### config.mk
export PLATFORM = sky130hd
export DESIGN_NAME = dma_irq_status_unit
export DESIGN_NICKNAME = d
export VERILOG_FILES = /design/src/rtl/dma_irq_pkg.sv /design/src/rtl/dma_irq_decode.sv /design/src/rtl/dma_irq_chan_cell.sv /design/src/rtl/dma_irq_status_unit.sv
export SDC_FILE = /design/constraint.sdc
export NUM_CORES = 1
export LEC_CHECK = 0
export ABC_AREA = 0
export BUFFER_PORTS_ARGS = -buffer_cell sky130_fd_sc_hd__buf_2
export CAP_MARGIN = 20
export CORE_ASPECT_RATIO = 1.4
export CORE_MARGIN = 1.5
export CORE_UTILIZATION = 31
export CTS_CLUSTER_DIAMETER = 150
export CTS_CLUSTER_SIZE = 20
export DETAILED_ROUTE_END_ITERATION = 8
export GPL_TIMING_DRIVEN = 0
export HOLD_SLACK_MARGIN = 0.1
export SYNTH_ARGS = -nofsm -noshare
export SYNTH_HDL_FRONTEND = slang
export SYNTH_SLANG_ARGS = --single-unit
### constraint.sdc
create_clock -name clk_i -period 1.22 [get_ports clk_i]
set_input_delay 0.061 -clock clk_i [delete_from_list [all_inputs] [get_ports clk_i]]
set_output_delay 0.061 -clock clk_i [all_outputs]
set_load 0.01 [all_outputs]
### src/rtl/dma_irq_pkg.sv
package dma_irq_pkg;
  localparam int unsigned DW   = 32;
  localparam int unsigned HALF = 16;

  typedef enum logic [1:0] {
    OP_WR  = 2'd0,
    OP_SET = 2'd1,
    OP_CLR = 2'd2,
    OP_NOP = 2'd3
  } alias_op_e;

  localparam int unsigned IDX_GLOB = 0;
  localparam int unsigned IDX_IRQ  = 1;
  localparam int unsigned IDX_ERR  = 2;
  localparam int unsigned IDX_CHC  = 3;
  localparam int unsigned NUM_REG  = 4;

  function automatic logic [DW-1:0] apply_alias(logic [DW-1:0] cur,
                                                logic [DW-1:0] wd,
                                                alias_op_e     op);
    case (op)
      OP_WR:   return wd;
      OP_SET:  return cur | wd;
      OP_CLR:  return cur & ~wd;
      default: return cur;
    endcase
  endfunction
endpackage

### src/rtl/dma_irq_decode.sv
module dma_irq_decode
  import dma_irq_pkg::*;
#(
  parameter int unsigned ADDR_W = 8
) (
  input  logic              wr_i,
  input  logic [ADDR_W-1:0] addr_i,
  output logic [NUM_REG-1:0] wr_sel_o,
  output logic [NUM_REG-1:0] rd_sel_o,
  output alias_op_e         op_o
);
  logic [2:0] idx;
  assign idx  = addr_i[6:4];
  assign op_o = alias_op_e'(addr_i[3:2]);

  for (genvar r = 0; r < NUM_REG; r++) begin : g_sel
    assign rd_sel_o[r] = (idx == 3'(r));
    assign wr_sel_o[r] = rd_sel_o[r] && wr_i && (op_o != OP_NOP);
  end
endmodule

### src/rtl/dma_irq_chan_cell.sv
module dma_irq_chan_cell (
  input  logic clk_i,
  input  logic rst_ni,
  input  logic done_evt_i,
  input  logic err_evt_i,
  input  logic err_bus_i,
  input  logic irq_wr_i,
  input  logic done_v_i,
  input  logic en_v_i,
  input  logic err_wr_i,
  input  logic errf_v_i,
  input  logic cause_v_i,
  input  logic chc_wr_i,
  input  logic frz_v_i,
  input  logic rst_req_i,
  output logic done_o,
  output logic en_o,
  output logic errf_o,
  output logic cause_o,
  output logic frz_o,
  output logic rst_o,
  output logic irq_o
);
  always_ff @(posedge clk_i or negedge rst_ni) begin
    if (!rst_ni) begin
      done_o  <= 1'b0;
      en_o    <= 1'b0;
      errf_o  <= 1'b0;
      cause_o <= 1'b0;
      frz_o   <= 1'b0;
      rst_o   <= 1'b0;
    end else begin
      // events OR in after the bus update so they win over a clear
      done_o <= (irq_wr_i ? done_v_i : done_o) | done_evt_i;
      errf_o <= (err_wr_i ? errf_v_i : errf_o) | err_evt_i;
      if (irq_wr_i) en_o <= en_v_i;
      if (err_evt_i)     cause_o <= err_bus_i;
      else if (err_wr_i) cause_o <= cause_v_i;
      if (chc_wr_i) frz_o <= frz_v_i;
      rst_o <= rst_req_i;
    end
  end

  assign irq_o = en_o & (done_o | errf_o);


  done_sticky_chk: assert property (@(posedge clk_i) disable iff (!rst_ni)
    done_evt_i |=> done_o);


  err_cause_chk: assert property (@(posedge clk_i) disable iff (!rst_ni)
    err_evt_i |=> (errf_o && cause_o == $past(err_bus_i)));


  rst_pulse_chk: assert property (@(posedge clk_i) disable iff (!rst_ni)
    (rst_o && !rst_req_i) |=> !rst_o);


  irq_mask_chk: assert property (@(posedge clk_i) disable iff (!rst_ni)
    (irq_wr_i && !en_v_i) |=> !irq_o);
endmodule

### src/rtl/dma_irq_status_unit.sv
module dma_irq_status_unit
  import dma_irq_pkg::*;
#(
  parameter int unsigned NUM_CH = 16,
  parameter int unsigned ADDR_W = 8
) (
  input  logic              clk_i,
  input  logic              rst_ni,
  input  logic              wr_i,
  input  logic [ADDR_W-1:0] addr_i,
  input  logic [DW-1:0]     wdata_i,
  output logic [DW-1:0]     rdata_o,
  input  logic [NUM_CH-1:0] done_evt_i,
  input  logic [NUM_CH-1:0] err_evt_i,
  input  logic [NUM_CH-1:0] err_bus_i,
  output logic [NUM_CH-1:0] irq_o,
  output logic [NUM_CH-1:0] freeze_o,
  output logic [NUM_CH-1:0] ch_rst_o,
  output logic [1:0]        burst_en_o
);
  localparam int unsigned BURST_LO = 28;

  logic [NUM_REG-1:0] wr_sel, rd_sel;
  alias_op_e          op;

  dma_irq_decode #(.ADDR_W(ADDR_W)) u_dec (
    .wr_i    (wr_i),
    .addr_i  (addr_i),
    .wr_sel_o(wr_sel),
    .rd_sel_o(rd_sel),
    .op_o    (op)
  );

  logic [NUM_CH-1:0] done_q, en_q, errf_q, cause_q, frz_q, rstp_q;
  logic [1:0]        burst_q;
  logic [DW-1:0]     glob_w, irq_w, err_w, chc_w;
  logic [DW-1:0]     glob_n, irq_n, err_n, chc_n;

  always_comb begin
    glob_w = '0;
    glob_w[BURST_LO +: 2] = burst_q;
    irq_w = '0;
    err_w = '0;
    chc_w = '0;
    for (int n = 0; n < NUM_CH; n++) begin
      irq_w[n]        = done_q[n];
      irq_w[HALF + n] = en_q[n];
      err_w[n]        = errf_q[n];
      err_w[HALF + n] = cause_q[n];
      chc_w[n]        = frz_q[n];
      chc_w[HALF + n] = rstp_q[n];
    end
  end

  assign glob_n = apply_alias(glob_w, wdata_i, op);
  assign irq_n  = apply_alias(irq_w,  wdata_i, op);
  assign err_n  = apply_alias(err_w,  wdata_i, op);
  assign chc_n  = apply_alias(chc_w,  wdata_i, op);

  always_ff @(posedge clk_i or negedge rst_ni) begin
    if (!rst_ni)                burst_q <= '0;
    else if (wr_sel[IDX_GLOB])  burst_q <= glob_n[BURST_LO +: 2];
  end

  for (genvar n = 0; n < NUM_CH; n++) begin : g_ch
    logic rst_req;
    assign rst_req = wr_sel[IDX_CHC] && (op != OP_CLR) && wdata_i[HALF + n];

    dma_irq_chan_cell u_cell (
      .clk_i     (clk_i),
      .rst_ni    (rst_ni),
      .done_evt_i(done_evt_i[n]),
      .err_evt_i (err_evt_i[n]),
      .err_bus_i (err_bus_i[n]),
      .irq_wr_i  (wr_sel[IDX_IRQ]),
      .done_v_i  (irq_n[n]),
      .en_v_i    (irq_n[HALF + n]),
      .err_wr_i  (wr_sel[IDX_ERR]),
      .errf_v_i  (err_n[n]),
      .cause_v_i (err_n[HALF + n]),
      .chc_wr_i  (wr_sel[IDX_CHC]),
      .frz_v_i   (chc_n[n]),
      .rst_req_i (rst_req),
      .done_o    (done_q[n]),
      .en_o      (en_q[n]),
      .errf_o    (errf_q[n]),
      .cause_o   (cause_q[n]),
      .frz_o     (frz_q[n]),
      .rst_o     (rstp_q[n]),
      .irq_o     (irq_o[n])
    );
  end

  always_comb begin
    unique case (1'b1)
      rd_sel[IDX_GLOB]: rdata_o = glob_w;
      rd_sel[IDX_IRQ]:  rdata_o = irq_w;
      rd_sel[IDX_ERR]:  rdata_o = err_w;
      rd_sel[IDX_CHC]:  rdata_o = chc_w;
      default:          rdata_o = '0;
    endcase
  end

  assign freeze_o   = frz_q;
  assign ch_rst_o   = rstp_q;
  assign burst_en_o = burst_q;


  nop_alias_chk: assert property (@(posedge clk_i) disable iff (!rst_ni)
    (wr_i && addr_i[3:2] == 2'd3 && addr_i[6:4] == 3'd3) |=> $stable(freeze_o));


  clr_no_pulse_chk: assert property (@(posedge clk_i) disable iff (!rst_ni)
    (wr_i && addr_i[6:4] == 3'd3 && addr_i[3:2] == 2'd2) |=> (ch_rst_o == '0));
endmodule

-- Word level (Yosys, flattened, before mapping)
Cells that the tools add are included.
Widths: inputs -> output; s select.
- output and inout port bits: 82
- bits in registers: 98
- input bits: 91
- multiplexer cells: 69
- eq/ne operators: 7
- reduce and logical (&&, ||, !) cells: 79
- bitwise gates (word level): 73
- operators by type and width (cell ; count):
    $pmux 32 s3 ; 2
    $pmux 32 s4 ; 1
    $pmux 30 s3 ; 1
    $and 32x32->32 ; 2
    $mux 1 ; 64
    $or 32x32->32 ; 2
    $reduce_bool 4->1 ; 16
    $or 1x1->1 ; 48
    $pmux 16 s3 ; 1
    $reduce_and 2->1 ; 19
    $not 32->32 ; 1
    $reduce_bool 2->1 ; 16
    $and 30x30->30 ; 1
    $or 30x30->30 ; 1
    $logic_and 1x1->1 ; 25
    $and 1x1->1 ; 16
    $and 16x16->16 ; 1
    $or 16x16->16 ; 1
    $eq 3x2->1 const B ; 2
    $ne 2x2->1 const B ; 2
    $eq 3x1->1 const B ; 1
    $logic_not 3->1 ; 1
    $reduce_bool 3->1 ; 1
    $eq 2x1->1 const B ; 1
    2 further kinds ; 2

-- Longest topological paths before layout
Gate-level depths: netlist of the first run.
- depth in word-level cells: 5
- depth in mapped cells: 7
- mapped depth without buffers: 5

-- Hierarchy
From an unflattened synthesis of the first run, not the netlist that was laid out.
- cells, all modules: 597
- area, all modules: 5569.1 µm²
- modules (own cells, without submodules) (module ; seq. area each (µm²) ; area each (µm²) ; cells each ; times used):
    dma_irq_chan_cell ; 150.1 ; 229.0 ; 16 ; 16
    dma_irq_status_unit ; 50.0 ; 1811.7 ; 330 ; 1
    dma_irq_decode ; 0.0 ; 93.8 ; 11 ; 1

-- Worst setup path after synthesis of the first run
No wires, ideal clock.
- kind: input to register
- from: in addr_i[2]
- to: reg g_ch[11].u_cell.cause_o
- path buffers: 2
- required time: 1.094 ns
- cell stages on the path: 6
- data arrival time: 1.461 ns
- path slack: -0.367 ns
- cells stage by stage: ha_1 > nand4bb_4 > buf_6 > or3_4 > buf_6 > o32a_1
- word-level cells in the longest chain between the ends: 4
- RTL lines (element ; line ; text):
    start, declared ; dma_irq_status_unit.sv:10 ; input logic [ADDR_W-1:0] addr_i,
    $eq 2x2->1 (tied with other cells) ; dma_irq_pkg.sv:21 ; case (op)
    $pmux 32 s3 or $logic_and 1x1->1 (tied branches) ; dma_irq_pkg.sv:21, dma_irq_decode.sv:18 ;
    $mux 1 or $reduce_bool 2->1 (tied branches) ; n/a ;
    $mux 1 or $reduce_and 2->1 (tied branches) ; n/a ;
    end signal, assigned ; dma_irq_chan_cell.sv:37 ; if (err_evt_i) cause_o <= err_bus_i;
    end signal, assigned ; dma_irq_chan_cell.sv:38 ; else if (err_wr_i) cause_o <= cause_v_i;
    end, declared ; dma_irq_chan_cell.sv:19 ; output logic cause_o,
Several ways; a longest one is shown, not always the timed one. The select of a mux whose other input is x is not followed.
A chain may end at the register's enable or synchronous reset.

-- Final worst setup path of the first run
- from: reg burst_q[1], in the netlist burst_en_o[1]
- to: out rdata_o[29]
- word-level cells in the longest chain between the ends: 1
- RTL lines (element ; line ; text):
    start, declared ; dma_irq_status_unit.sv:35 ; logic [1:0] burst_q;
    start signal, assigned ; dma_irq_status_unit.sv:62 ; else if (wr_sel[IDX_GLOB]) burst_q <= glob_n[BURST_LO +: 2];
    $pmux 32 s4 ; dma_irq_status_unit.sv:95 ; unique case (1'b1)
    end, declared ; dma_irq_status_unit.sv:12 ; output logic [DW-1:0] rdata_o,
No other way between the ends.

==> results_dict.tcl, run 1 <==
set metrics [dict create \
    area_growth_pct 62.73 \
    grt_setup_unrepaired "yes" \
    worstMarginPinSlew_ns 0.8242 \
    finalHoldViolations 0 \
    grt-ovfl-total 0 \
    cp.required_ns 1.16 \
    p_leak_nw 4.555 \
    synth_compound_area_share_pct 22.74 \
    postRouteAntennaNets 0 \
    synth_cell_types 38 \
    htree_levels 3 \
    maxCapViolations 0 \
    port_buffers 167 \
    critPathMaxStageDelay_ns 0.46 \
    synth-seq-area-share_pct 38.55 \
    status "complete, but fails checks" \
    die_y_um 172.5 \
    final_layout_size_suffix_gt1_share_pct 51.84 \
    tritoncts "built" \
    fin_nets 1070 \
    post-route-period-util_pct 128.3 \
    fp.dieW_um 124.1 \
    layout_common_cells "buf_2 (142), dfrtp_1 (98), dlygate4sd3_1 (89), buf_4 (84), a31oi_1 (71)" \
    ir_drop_uv 764.2 \
    violations "setup timing" \
    dp_hpwl_mm 18.68 \
    clkTransAtPathRegs_ns 0.08 \
    synth_top_family_by_area "compound AO/OA/AOI/OAI gates" \
    ios 173 \
    synth_top_area_cell "dfrtp_1" \
    hold_class "in2reg" \
    synth_fa_ha_area_share_pct 0.7868 \
    cp_top_family "multiplexers" \
    syn-num-nets 749 \
    fin_area_mm2 0.01035 \
    critPathArrivalTime_ns 1.50 \
    critPathBufInv 1 \
    nFillCells 1816 \
    die-area_mm2 0.02140 \
    fmax_ghz 0.6387 \
    synth_seq_cells 98 \
    final_util_pct 51.76 \
    insertion_delay_ns 0.36 \
    startpoint_type "register" \
    post-place-ws_ns -1.374 \
    coreArea_mm2 0.02000 \
    n_antenna_cell 0 \
    drtIter0Drc 525 \
    route.final.wire_length_mm 27.32 \
    worst_hold_slack_ns 0.1165 \
    p_per_area_mw_per_mm2 1072 \
    rows 61 \
    place_inst 1074 \
    wire_per_inst_um 22.18 \
    worst_slack_ns -0.3457 \
    syn_area_mm2 0.006361 \
    seq_area_mm2 0.002452 \
    finClkSkew_ns 0 \
    critPathSlowestCell "mux4_2" \
    crit_type "reg2out" \
    cts_sinks 98 \
    final_common_cell "buf_2" \
    period_minus_slack_ns 1.566 \
    cts_buffers 9 \
    synthSimpleGateAreaFrac_pct 13.71 \
    synth-xor-area-share_pct 0 \
    grt_pass1_wl_mm 40.32 \
    synthMuxAreaShare_pct 14.14 \
    worst-path-max-fanout 2 \
    synth.avg_cell_area_um2 9.726 \
    place.gp.congestion 0.8582 \
    layout.cells.non_filler 1232 \
    start_util_pct 31.81 \
    detail_route.first_pass.iterations 5 \
    postSynthCellCount 654 \
    synth.area.top_cells "dfrtp_1 (39%), mux2_2 (13%), a31oi_1 (7.0%), buf_4 (5.7%), o21bai_1 (3.9%)" \
    grt_pass1_vias 6960 \
    cts-root-buf "clkbuf_16" \
    yosysWarnings 0 \
    async_flop_share_pct 100.0 \
    viasPerCell 5.600 \
    placed_area_mm2 0.007695 \
    path_cells "mux4_2 > nor2b_1 > buf_2" \
    finalMaxSlewViolations 0 \
    grt_usage_pct 25.53 \
    max_slew_margin_pct 45.05 \
    clockBufferDepth 2 \
    drc 0 \
    synth_edf_count 0 \
    vias 6899 \
    synth_top_area_share_pct 38.55 \
    setup.worst_path.end_class "output pin" \
    antenna_found_initial 1 \
    setup_viol_count_final 75 \
    multi_input_area_mm2 0.004001 \
    grt_max_degree 62 \
    ys.flop_type "dfrtp_1" \
]
worst register-to-register path, stage by stage, from the launching register on:
cell and delay, ns:
dfrtp_1 0.38, buf_4 0.13, mux2_2 0.25, o32a_1 0.16
per-layer routing:
metal  vias up  wire [um]  global-route usage [%]  part of all wire, %
li1       3088          -                       -                    -
met1      3407      10550                   31.16                   39
met2       323      13880                   44.22                   51
met3        81       1552                   2.606                  5.7
met4         0       1345                   12.75                  4.9
met5         -          0                       0                    0
layout make-up:
type	instances	share of cell area, %
plain buffers	92	6.612
flip-flops and latches	98	23.69
inverters	3	0.1088
multi-input cells	443	38.66
well taps	252	3.046
clock inverters	6	0.4110
repair buffers	328	25.17
clock buffers	10	2.309
synthesized netlist by cell type, types with 16 or more instances:
cell type and n:
dfrtp_1 98, mux2_2 75, a31oi_1 71, nor2_1 50, buf_4 48, clkbuf_1 47, nor4_1 38, o21bai_1 33
a22oi_1 30, a21oi_1 29, nor2b_1 18, and2_1 16, o21a_1 16
registers in the layout (all words and copies together) (netlist names):
| signal | count |
|---|---|
| g_ch.u_cell.done_o | 16 |
| g_ch.u_cell.rst_o | 16 |
| g_ch.u_cell.en_o | 16 |
| g_ch.u_cell.frz_o | 16 |
| g_ch.u_cell.errf_o | 16 |
| burst_en_o | 2 |
| g_ch.u_cell.cause_o | 16 |
final timing paths:
check                                                   start                                 end  slack (ns)  depth (start not counted)
min                                                wdata_i[5]    g_ch[5].u_cell.frz_o$_DFFE_PN0P_        0.12                          3
max                                 burst_en_o[1]$_DFFE_PN0P_                         rdata_o[29]       -0.35                          3
max reg2reg                g_ch[7].u_cell.cause_o$_DFFE_PN0P_  g_ch[7].u_cell.cause_o$_DFFE_PN0P_        0.19                          3
max in group asynchronous                              rst_ni    g_ch[2].u_cell.frz_o$_DFFE_PN0P_        0.29                          3
min reg2reg                  g_ch[15].u_cell.done_o$_DFF_PN0_    g_ch[15].u_cell.done_o$_DFF_PN0_        0.57                          2
min in group asynchronous                              rst_ni  g_ch[0].u_cell.cause_o$_DFFE_PN0P_        0.23                          2
through the flow:
step           power [mW]  TNS [ns]
2_1_floorplan       5.829    -5.595
3_3_place_gp        7.051   -189.82
3_5_place_dp        7.097    -84.22
4_1_cts             10.66    -10.67
5_1_grt             11.55    -13.86
6_report            11.10    -10.76
power by group:
part	internal (mW)	leakage [nW]	switching, mW	total, mW
combinational	2.32	3.31	1.94	4.26
sequential	3.63	1.11	0.392	4.02
clock	1.44	0.134	1.38	2.82
total	7.39	4.55	3.71	11.1
cell families after synthesis:
family	Yosys count
AO/OA/AOI/OAI	212
AND/OR/NAND/NOR	149
buffers and inverters	113
flip-flops	98
multiplexers	78
adder cells (fa/ha/maj)	4
repair_timing:
item / CTS / global route
resized for setup: 157 / 115
gates cloned: 1 / 0
setup endpoints to repair: 142 / 145
pin swaps: 34 / 18
hold buffers: 91 / 0
endpoints found under the hold margin: 135 / 0
buffers inserted: 52 / 29
Power figures use the tool's default switching activity.
==> run 2: changes to the inputs <==
CORE_UTILIZATION = 50   (was 31)
PLACE_DENSITY = 0.77   (was default)
==> run 2 against run 1 <==
- the run still ends with setup timing left
- clock skew is the same
- maximum frequency grew 0.33%
- final cell count shrank 9.1%
- critical path depth is the same
- worst hold slack gained 0.00063 ns
- global-route usage grew 13 points
- flip-flop and latch count is the same
- largest cell class unchanged
==> results_dict.tcl, run 2 (synthesis results as in run 1) <==
set metrics [dict create \
    tns_ns -11.58 \
    finalHoldViolations 0 \
    p_per_area_mw_per_mm2 1102 \
    post-route-period-util_pct 127.9 \
    tritoncts "built" \
    whs_path_depth 3 \
    die-area_mm2 0.01342 \
    p_leak_nw 4.493 \
    area_growth_pct 57.67 \
    critPathMaxStageDelay_ns 0.48 \
    antenna_found_initial 0 \
    route.final.wire_length_mm 27.27 \
    final_util_pct 81.07 \
    htree_levels 3 \
    cts_sinks 98 \
    fp.dieW_um 98.33 \
    wire_per_inst_um 24.35 \
    startpoint_type "register" \
    insertion_delay_ns 0.35 \
    p_total_mw 11.05 \
    grt_pass1_wl_mm 39.30 \
    final_common_cell "buf_2" \
    grt_pass1_vias 7417 \
    cp.required_ns 1.16 \
    critPathSlowestCell "mux4_2" \
    setup.worst_path.end_class "output pin" \
    clockBufferDepth 2 \
    viasPerCell 6.652 \
    drtIter0Drc 826 \
    finClkSkew_ns 0 \
    worst-path-max-fanout 2 \
    crit_start "burst_en_o[1]$_DFFE_PN0P_" \
    placed_area_mm2 0.007567 \
    clkTransAtPathRegs_ns 0.07 \
    finalMaxSlewViolations 0 \
    min_from "wdata_i[13]" \
    critPathArrivalTime_ns 1.50 \
    max_slew_margin_pct 41.14 \
    crit_type "reg2out" \
    grt_setup_unrepaired "yes" \
    worst_slack_ns -0.3405 \
    setup_viol_count_final 112 \
    vias 7450 \
    maxCapViolations 0 \
    grt-ovfl-total 0 \
    start_util_pct 51.42 \
    hold_class "in2reg" \
    layout.cells.non_filler 1120 \
    detail_route.first_pass.iterations 6 \
    grt_usage_pct 38.20 \
    ir_drop_uv 1052 \
    coreArea_mm2 0.01237 \
    ios 173 \
    rows 48 \
    grt_max_degree 53 \
    regToRegStartpoint "g_ch[10].u_cell.frz_o$_DFFE_PN0P_" \
    final_layout_size_suffix_gt1_share_pct 52.58 \
    port_buffers 167 \
    path_cells "mux4_2 > nor2b_4 > buf_6" \
    fin_nets 1060 \
    post-place-ws_ns -1.236 \
    cts_buffers 9 \
    violations "setup timing" \
    postRouteAntennaNets 0 \
    reg2reg_depth 6 \
    period_minus_slack_ns 1.561 \
    worstMarginPinSlew_ns 0.8830 \
    fin_area_mm2 0.01003 \
    place.gp.congestion 0.8949 \
    dp_hpwl_mm 16.79 \
    worst_hold_slack_ns 0.1171 \
    place_inst 972 \
    layout_common_cells "buf_2 (146), dfrtp_1 (98), dlygate4sd3_1 (84), buf_4 (82), a31oi_1 (70)" \
    drc 0 \
    status "complete, but fails checks" \
    cts-root-buf "clkbuf_16" \
    fmax_ghz 0.6408 \
    n_antenna_cell 0 \
    die_y_um 136.5 \
]
-- run 2: cell count changes in the layout (fill, tap and decap cells not counted), moves of 4 or more --
cell           delta
buf_6             -9
clkbuf_1          -5
nor4_2            +7
nor2_2            -5
nor4b_1           -4
nor2_1            +4
dlygate4sd3_1     -5
clkbuf_4          +8
nor4_4            -9
buf_2             +4
nor4b_2           +4
clkbuf_8          -4
-- run 2: cell type report --
cell class	count	area [um2]
clock buffer	10	239.0
clock inverter	6	40.04
sequential	98	2452
fill	716	2342
timing repair buffer	319	2477
inverter	3	22.52
buffer	91	659.4
multi-input combinational	443	3951
tap	150	187.7
-- run 2: metal layers --
metal | global-route usage [%] | vias up | part of all wire, %
li1 | - | 3062 | -
met1 | 45.32 | 3596 | 34
met2 | 64.19 | 624 | 49
met3 | 6.889 | 168 | 10
met4 | 23.32 | 0 | 6.2
met5 | 0 | - | 0
-- run 2: worst max-delay path, delay by kind of cell (launching register included) --
| kind | cells | cell delay (ns) |
|---|---|---|
| multiplexers | 1 | 0.48 |
| buffers and inverters | 1 | 0.11 |
| flip-flops | 1 | 0.42 |
| AND/OR/NAND/NOR | 1 | 0.14 |
-- run 2: path summary, 6_finish.rpt --
kind                                                     end  slack [ns]
min reg2reg                  g_ch[0].u_cell.errf_o$_DFF_PN0_        0.57
min                        g_ch[13].u_cell.frz_o$_DFFE_PN0P_        0.12
max                                              rdata_o[29]       -0.34
max reg2reg                g_ch[10].u_cell.frz_o$_DFFE_PN0P_        0.04
max in group asynchronous     g_ch[3].u_cell.rst_o$_DFF_PN0_        0.24
min in group asynchronous    g_ch[14].u_cell.rst_o$_DFF_PN0_        0.26
-- run 2: power breakdown --
| group | switching (mW) | leakage, nW | internal, mW |
|---|---|---|---|
| Clock | 1.36 | 0.139 | 1.44 |
| Sequential | 0.410 | 1.11 | 3.63 |
| Combinational | 1.97 | 3.25 | 2.23 |
-- run 2: what timing repair did --
action	in CTS	in global routing
setup buffers	45	32
hold buffers	84	0
endpoints found under the setup margin	141	150
pin swaps	36	20
cloned	1	0
resized for setup	152	117
hold endpoints to repair	143	0
